**config.mk**
```make
export PLATFORM = sky130hd
export DESIGN_NAME = strobe_window_check
export DESIGN_NICKNAME = d
export VERILOG_FILES = /design/src/rtl/ssh_pkg.sv /design/src/rtl/ssh_sampler.sv /design/src/rtl/ssh_setup_win.sv /design/src/rtl/ssh_hold_win.sv /design/src/rtl/ssh_err_tally.sv /design/src/rtl/strobe_window_check.sv
export SDC_FILE = /design/constraint.sdc
export NUM_CORES = 1
export LEC_CHECK = 0
export ABC_AREA = 1
export BUFFER_PORTS_ARGS = -buffer_cell sky130_fd_sc_hd__buf_2
export CAP_MARGIN = 25
export CELL_PAD_IN_SITES_DETAIL_PLACEMENT = 0
export CELL_PAD_IN_SITES_GLOBAL_PLACEMENT = 2
export CORE_MARGIN = 2
export CORE_UTILIZATION = 30
export DETAILED_ROUTE_END_ITERATION = 10
export MAX_ROUTING_LAYER = met4
export PLACE_DENSITY = 0.69
export SLEW_MARGIN = 0
export SYNTH_ARGS = -nofsm -noshare
export SYNTH_HDL_FRONTEND = slang
export SYNTH_SLANG_ARGS = --single-unit
```
**constraint.sdc**
```tcl
create_clock -name clk -period 1.6 [get_ports clk]
set_input_delay 0.4 -clock clk [delete_from_list [all_inputs] [get_ports clk]]
set_output_delay 0.4 -clock clk [all_outputs]
set_load 0.02 [all_outputs]
```
**src/rtl/ssh_pkg.sv**
```systemverilog
package ssh_pkg;
  // Per-sample observation handed from the sampler to the window checkers.
  typedef struct packed {
    logic act_edge;
    logic changed;
  } ssh_obs_t;
endpackage

```
**src/rtl/ssh_sampler.sv**
```systemverilog
module ssh_sampler #(
  parameter int DATA_W = 8
) (
  input  logic              clk,
  input  logic              rst_n,
  input  logic              strobe,
  input  logic              edge_fall,
  input  logic [DATA_W-1:0] data,
  output ssh_pkg::ssh_obs_t obs,
  output logic              primed
);
  logic              lvl_now;
  logic              lvl_q, lvl_n;
  logic [DATA_W-1:0] data_q, data_n;
  logic              primed_n;

  // Level is 1 before an active edge and 0 after, for either polarity.
  assign lvl_now = ~(strobe ^ edge_fall);

  always_comb begin
    lvl_n    = lvl_now;
    data_n   = data;
    primed_n = 1'b1;
    obs.act_edge = primed & lvl_q & ~lvl_now;
    obs.changed  = primed & (data != data_q);
  end

  always_ff @(posedge clk or negedge rst_n) begin
    if (!rst_n) begin
      lvl_q  <= 1'b1;
      data_q <= '0;
      primed <= 1'b0;
    end else begin
      lvl_q  <= lvl_n;
      data_q <= data_n;
      primed <= primed_n;
    end
  end
endmodule

```
**src/rtl/ssh_setup_win.sv**
```systemverilog
module ssh_setup_win #(
  parameter int SETUP_CYC = 2
) (
  input  logic              clk,
  input  logic              rst_n,
  input  ssh_pkg::ssh_obs_t obs,
  output logic              err
);
  localparam int HIST_W = (SETUP_CYC > 1) ? SETUP_CYC - 1 : 1;

  logic err_n;
  logic hit;

  generate
    if (SETUP_CYC == 0) begin : g_off
      assign hit = 1'b0;
    end else if (SETUP_CYC == 1) begin : g_edge_only
      assign hit = obs.changed;
    end else begin : g_hist
      logic [HIST_W-1:0] hist_q, hist_n;
      always_comb begin
        hist_n[0] = obs.changed;
        for (int i = 1; i < HIST_W; i++) hist_n[i] = hist_q[i-1];
      end
      always_ff @(posedge clk or negedge rst_n) begin
        if (!rst_n) hist_q <= '0;
        else        hist_q <= hist_n;
      end
      assign hit = obs.changed | (|hist_q);
    end
  endgenerate

  assign err_n = obs.act_edge & hit;

  always_ff @(posedge clk or negedge rst_n) begin
    if (!rst_n) err <= 1'b0;
    else        err <= err_n;
  end
endmodule

```
**src/rtl/ssh_hold_win.sv**
```systemverilog
module ssh_hold_win #(
  parameter int HOLD_CYC = 3
) (
  input  logic              clk,
  input  logic              rst_n,
  input  ssh_pkg::ssh_obs_t obs,
  output logic              err
);
  localparam int REM_MAX = (HOLD_CYC > 1) ? HOLD_CYC - 1 : 0;
  localparam int REM_W   = (REM_MAX > 0) ? $clog2(REM_MAX + 1) : 1;

  logic [REM_W-1:0] rem_q, rem_n;
  logic             err_n;

  always_comb begin
    err_n = 1'b0;
    rem_n = rem_q;
    if (obs.act_edge) begin
      if (obs.changed) begin
        err_n = 1'b1;
        rem_n = '0;
      end else begin
        rem_n = REM_W'(REM_MAX);
      end
    end else if (rem_q != '0) begin
      if (obs.changed) begin
        err_n = 1'b1;
        rem_n = '0;
      end else begin
        rem_n = rem_q - 1'b1;
      end
    end
  end

  always_ff @(posedge clk or negedge rst_n) begin
    if (!rst_n) begin
      rem_q <= '0;
      err   <= 1'b0;
    end else begin
      rem_q <= rem_n;
      err   <= err_n;
    end
  end

  // the window never runs longer than the configured length
  a_r3_rem_bound: assert property (@(posedge clk) disable iff (!rst_n)
    rem_q <= REM_W'(REM_MAX));
  // a clean edge always reopens the window at full length
  a_r4_reload: assert property (@(posedge clk) disable iff (!rst_n)
    (obs.act_edge && !obs.changed) |=> (rem_q == REM_W'(REM_MAX)));
endmodule

```
**src/rtl/ssh_err_tally.sv**
```systemverilog
module ssh_err_tally #(
  parameter int CNT_W = 8
) (
  input  logic             clk,
  input  logic             rst_n,
  input  logic             pulse,
  output logic             seen,
  output logic [CNT_W-1:0] cnt
);
  localparam logic [CNT_W-1:0] CNT_MAX = {CNT_W{1'b1}};

  logic             seen_n;
  logic [CNT_W-1:0] cnt_n;
  logic             cnt_en;

  assign cnt_en = pulse & (cnt != CNT_MAX);

  always_comb begin
    seen_n = seen | pulse;
    cnt_n  = cnt_en ? cnt + 1'b1 : cnt;
  end

  always_ff @(posedge clk or negedge rst_n) begin
    if (!rst_n) begin
      seen <= 1'b0;
      cnt  <= '0;
    end else begin
      seen <= seen_n;
      cnt  <= cnt_n;
    end
  end

  // sticky flag never drops without reset
  a_r6_sticky: assert property (@(posedge clk) disable iff (!rst_n)
    seen |=> seen);
  // a nonzero count implies the flag is up
  a_r6_flag_with_cnt: assert property (@(posedge clk) disable iff (!rst_n)
    (cnt != '0) |-> seen);
  // saturated counter stays put
  a_r7_saturate: assert property (@(posedge clk) disable iff (!rst_n)
    (cnt == CNT_MAX) |=> (cnt == CNT_MAX));
endmodule

```
**src/rtl/strobe_window_check.sv**
```systemverilog
module strobe_window_check #(
  parameter int DATA_W    = 8,
  parameter int SETUP_CYC = 2,
  parameter int HOLD_CYC  = 3,
  parameter int CNT_W     = 8
) (
  input  logic              clk,
  input  logic              rst_n,
  input  logic              strobe,
  input  logic              edge_fall,
  input  logic [DATA_W-1:0] data,
  output logic              setup_err,
  output logic              hold_err,
  output logic              setup_seen,
  output logic              hold_seen,
  output logic [CNT_W-1:0]  setup_cnt,
  output logic [CNT_W-1:0]  hold_cnt
);
  ssh_pkg::ssh_obs_t obs_w;
  logic              primed_w;

  ssh_sampler #(.DATA_W(DATA_W)) u_samp (
    .clk(clk), .rst_n(rst_n), .strobe(strobe), .edge_fall(edge_fall),
    .data(data), .obs(obs_w), .primed(primed_w)
  );

  ssh_setup_win #(.SETUP_CYC(SETUP_CYC)) u_setup (
    .clk(clk), .rst_n(rst_n), .obs(obs_w), .err(setup_err)
  );

  ssh_hold_win #(.HOLD_CYC(HOLD_CYC)) u_hold (
    .clk(clk), .rst_n(rst_n), .obs(obs_w), .err(hold_err)
  );

  ssh_err_tally #(.CNT_W(CNT_W)) u_setup_tally (
    .clk(clk), .rst_n(rst_n), .pulse(setup_err), .seen(setup_seen), .cnt(setup_cnt)
  );

  ssh_err_tally #(.CNT_W(CNT_W)) u_hold_tally (
    .clk(clk), .rst_n(rst_n), .pulse(hold_err), .seen(hold_seen), .cnt(hold_cnt)
  );

  // a setup pulse only follows a sampled active edge
  a_r2_setup_on_edge: assert property (@(posedge clk) disable iff (!rst_n)
    setup_err |-> $past(obs_w.act_edge));
  // active edges cannot be adjacent, so a setup pulse lasts one cycle
  a_r5_setup_single: assert property (@(posedge clk) disable iff (!rst_n)
    setup_err |=> !setup_err);
  // the priming sample reports nothing
  a_r8_quiet_unprimed: assert property (@(posedge clk) disable iff (!rst_n)
    !primed_w |=> (!setup_err && !hold_err));
endmodule

```
==> summary.txt <==
wire per inst -> 9.98 um
DR iter-0 viols -> 29
postcts setup bufs -> 0
via count -> 1070
Setup TNS Final -> 0 ns
First-pass DRT Iterations -> 4
grt ovf -> 0
Filler Cell Count -> 506
crit path kind -> register to register
Seq cells post-synth -> 33
clock sinks -> 33
Register Area -> 827 um2
crit path capture type -> register
Slew Limit Fails -> 0
status -> complete, no violations
maxcap violations -> 0
Post-route DRC -> 0
pin count of the biggest net entering global routing -> 18
RSZ-0062 raised after global routing -> no
post-synthesis area per instance -> 9.56 um2
combinational share of power -> 25.9%
antenna cells -> 0
sequential power share -> 43.5%
Root Driver -> clkbuf_8
VDD IR-drop max -> 0.465 mV
crit path max-delay cell type -> dfrtp_1
CTS tree -> built
I/O pins -> 32
Worst-Skew Late Latency -> 0.28 ns
initial antenna violation count -> 0
flop2flop setup slack -> 0.17 ns
Power Internal -> 1.76 mW
placed cells -> 255
most frequent cells in the layout -> nand2_1 (43), dfrtp_1 (32), buf_2 (31), inv_1 (22), nor2_1 (11)
Psw -> 0.869 mW
startpoint types -> register
# port buffers -> 31
clk_skew -> 0.00987 ns
Area growth syn-to-layout -> 25.2%
final setup violation count -> 0
max incr delay on CP -> 0.42 ns
ratio of cells with drive above 1 in the final layout -> 27.0%
sw frac -> 33.1%
worst min path class -> input port to asynchronous set/reset pin
Post-Syn Nets -> 171
Routed Antenna Nets -> 0
worst-path cell chain -> ha_1 -> nand3_2 -> nor2_4 -> nand3_4 -> nand2_4 -> nor2_2 -> xor2_1
Bufs on Longest Clock Path -> 2
Clk pwr share -> 30.5%
overall routing resource usage -> 11.6%
post_cts resized -> 0
Yosys warnings -> 0
CTS clk-pin slew, worst paths -> 0.07 ns
P per Cell Area -> 1410 nW/um2
vias in the first global route -> 1040
full die area -> 5550 um2
row count -> 25
die width -> 74.5 um
Finished Layout Cells -> 263
fmax -> 0.699 GHz
final hold violations -> 0
first-pass GRT wire length -> 4590 um
Mapped Cells -> 156
Nets -> 210
Initial Util -> 31.4%
H-tree levels -> 2
GPL Wtd Cong -> 0.787
Period Utilization, post-route -> 89.5%
final wirelength -> 2630 um
footprint of the multi-input gates -> 582 um2
maximum fanout along the worst path -> 6
vias per cell -> 4.07
post-layout min period -> 1.43 ns
Mapped Area -> 1490 um2
hold_ws -> 0.0489 ns
commonest non-fill, non-tap cell in the layout -> nand2_1
post-synthesis sequential area ratio -> 55.5%
CTS Buf Count -> 5
dpl hpwl -> 1960 um
total core area -> 4750 um2
WP data required -> 1.77 ns
die height -> 74.5 um
hold buffers post-CTS -> 0
P_leak -> 0.960 nW
Yosys cell types -> 20
critical path arrival -> 1.60 ns
## routing by layer
metal / vias up / GRT usage (%) / share of wire [%]
li1: 544 / - / -
met3: 2 / 5.28 / 6.4
met5: - / - / 0
met2: 33 / 17.4 / 46
met4: 0 / 4.76 / 0.84
met1: 491 / 13.5 / 47
## kinds of logic (layout without fill, tap and decap cells)
| logic type | count (synthesis) | in the layout | synth area share, % |
|---|---|---|---|
| simple gates | 74 | 74 | 24.0 |
| flops | 33 | 33 | 55.5 |
| buf+inv | 22 | 62 | 5.54 |
| xor+xnor | 18 | 18 | 10.6 |
| compound gates | 5 | 5 | 1.68 |
| fa+ha+maj | 3 | 3 | 2.52 |
| other cells | 1 | 1 | 0.251 |
## critical path, delay by kind of cell, from the launching register on
kind / cells / cell delay [ns]
AND/OR/NAND/NOR: 5 / 0.57
flip-flops: 1 / 0.42
adder cells (fa/ha/maj): 1 / 0.21
XOR/XNOR: 1 / 0.13
## stage by stage
stage	worst slack [ns]	utilization, %	cell area [um2]	power (mW)
global placement	0.187	36.8	1750	1.84
floorplan	0.148	-	1490	1.60
detailed placement	0.162	36.8	1750	1.85
finish	0.169	39.3	1870	2.63
global route	0.0536	39.3	1870	2.82
CTS	0.148	39.3	1870	2.68
## power groups by stage
stage	Clock (mW)	Sequential (mW)	Combinational, mW
3_3_place_gp	0	1.15	0.684
4_1_cts	0.840	1.15	0.694
6_report	0.802	1.14	0.681
2_1_floorplan	0	1.28	0.322
5_1_grt	0.880	1.17	0.769
3_5_place_dp	0	1.16	0.692
## cell usage after synthesis
master | instances | area, um2
ha_1 | 3 | 37.5
nand2_4 | 2 | 22.5
o21ai_0 | 3 | 15.0
or2_2 | 2 | 12.5
xnor2_1 | 9 | 78.8
a21oi_1 | 1 | 5.00
nor2_1 | 11 | 41.3
dfstp_2 | 1 | 26.3
nand3_2 | 3 | 30.0
xor2_1 | 9 | 78.8
nor2_2 | 4 | 25.0
nand3_4 | 1 | 17.5
nand2_1 | 43 | 161
conb_1 | 1 | 3.75
o21ai_1 | 1 | 5.00
nor2_4 | 1 | 11.3
dfrtp_1 | 32 | 801
nand3_1 | 6 | 30.0
inv_1 | 22 | 82.6
and2_1 | 1 | 6.26
## path summary, 6_finish.rpt
| path | endpoint | depth (start not counted) | start |
|---|---|---|---|
| worst max-delay path | u_setup_tally.cnt[7]$_DFFE_PN0P_ | 7 | u_setup_tally.cnt[0]$_DFFE_PN0P_ |
| worst min-delay path | u_setup_tally.cnt[3]$_DFFE_PN0P_ | 1 | rst_n |
| worst max register to register | u_setup_tally.cnt[7]$_DFFE_PN0P_ | 7 | u_setup_tally.cnt[0]$_DFFE_PN0P_ |
| worst min register to register | u_hold_tally.seen$_DFF_PN0_ | 1 | u_hold_tally.seen$_DFF_PN0_ |
| max in group asynchronous | u_samp.data_q[6]$_DFF_PN0_ | 2 | rst_n |
| min in group clk | u_samp.data_q[2]$_DFF_PN0_ | 1 | data[2] |
## final cells by class
cell class                      count  area share [%]
Sequential cell                    33            44.3
Multi-Input combinational cell    101            31.2
Clock buffer                        7            4.62
Timing Repair Buffer               32            9.38
Clock inverter                      1            1.61
Inverter                           22            4.42
Tap cell                           67            4.49
## registers in the layout (all words and copies together), names as in the netlist
register / count
u_samp.data_q: 8
u_samp.lvl_q: 1
u_setup.err: 1
u_setup.g_hist.hist_q: 1
u_hold.err: 1
u_hold_tally.seen: 1
u_hold_tally.cnt: 8
u_samp.primed: 1
u_setup_tally.cnt: 8
u_hold.rem_q: 2
u_setup_tally.seen: 1
Note: power is estimated with default switching activity, not from simulation.
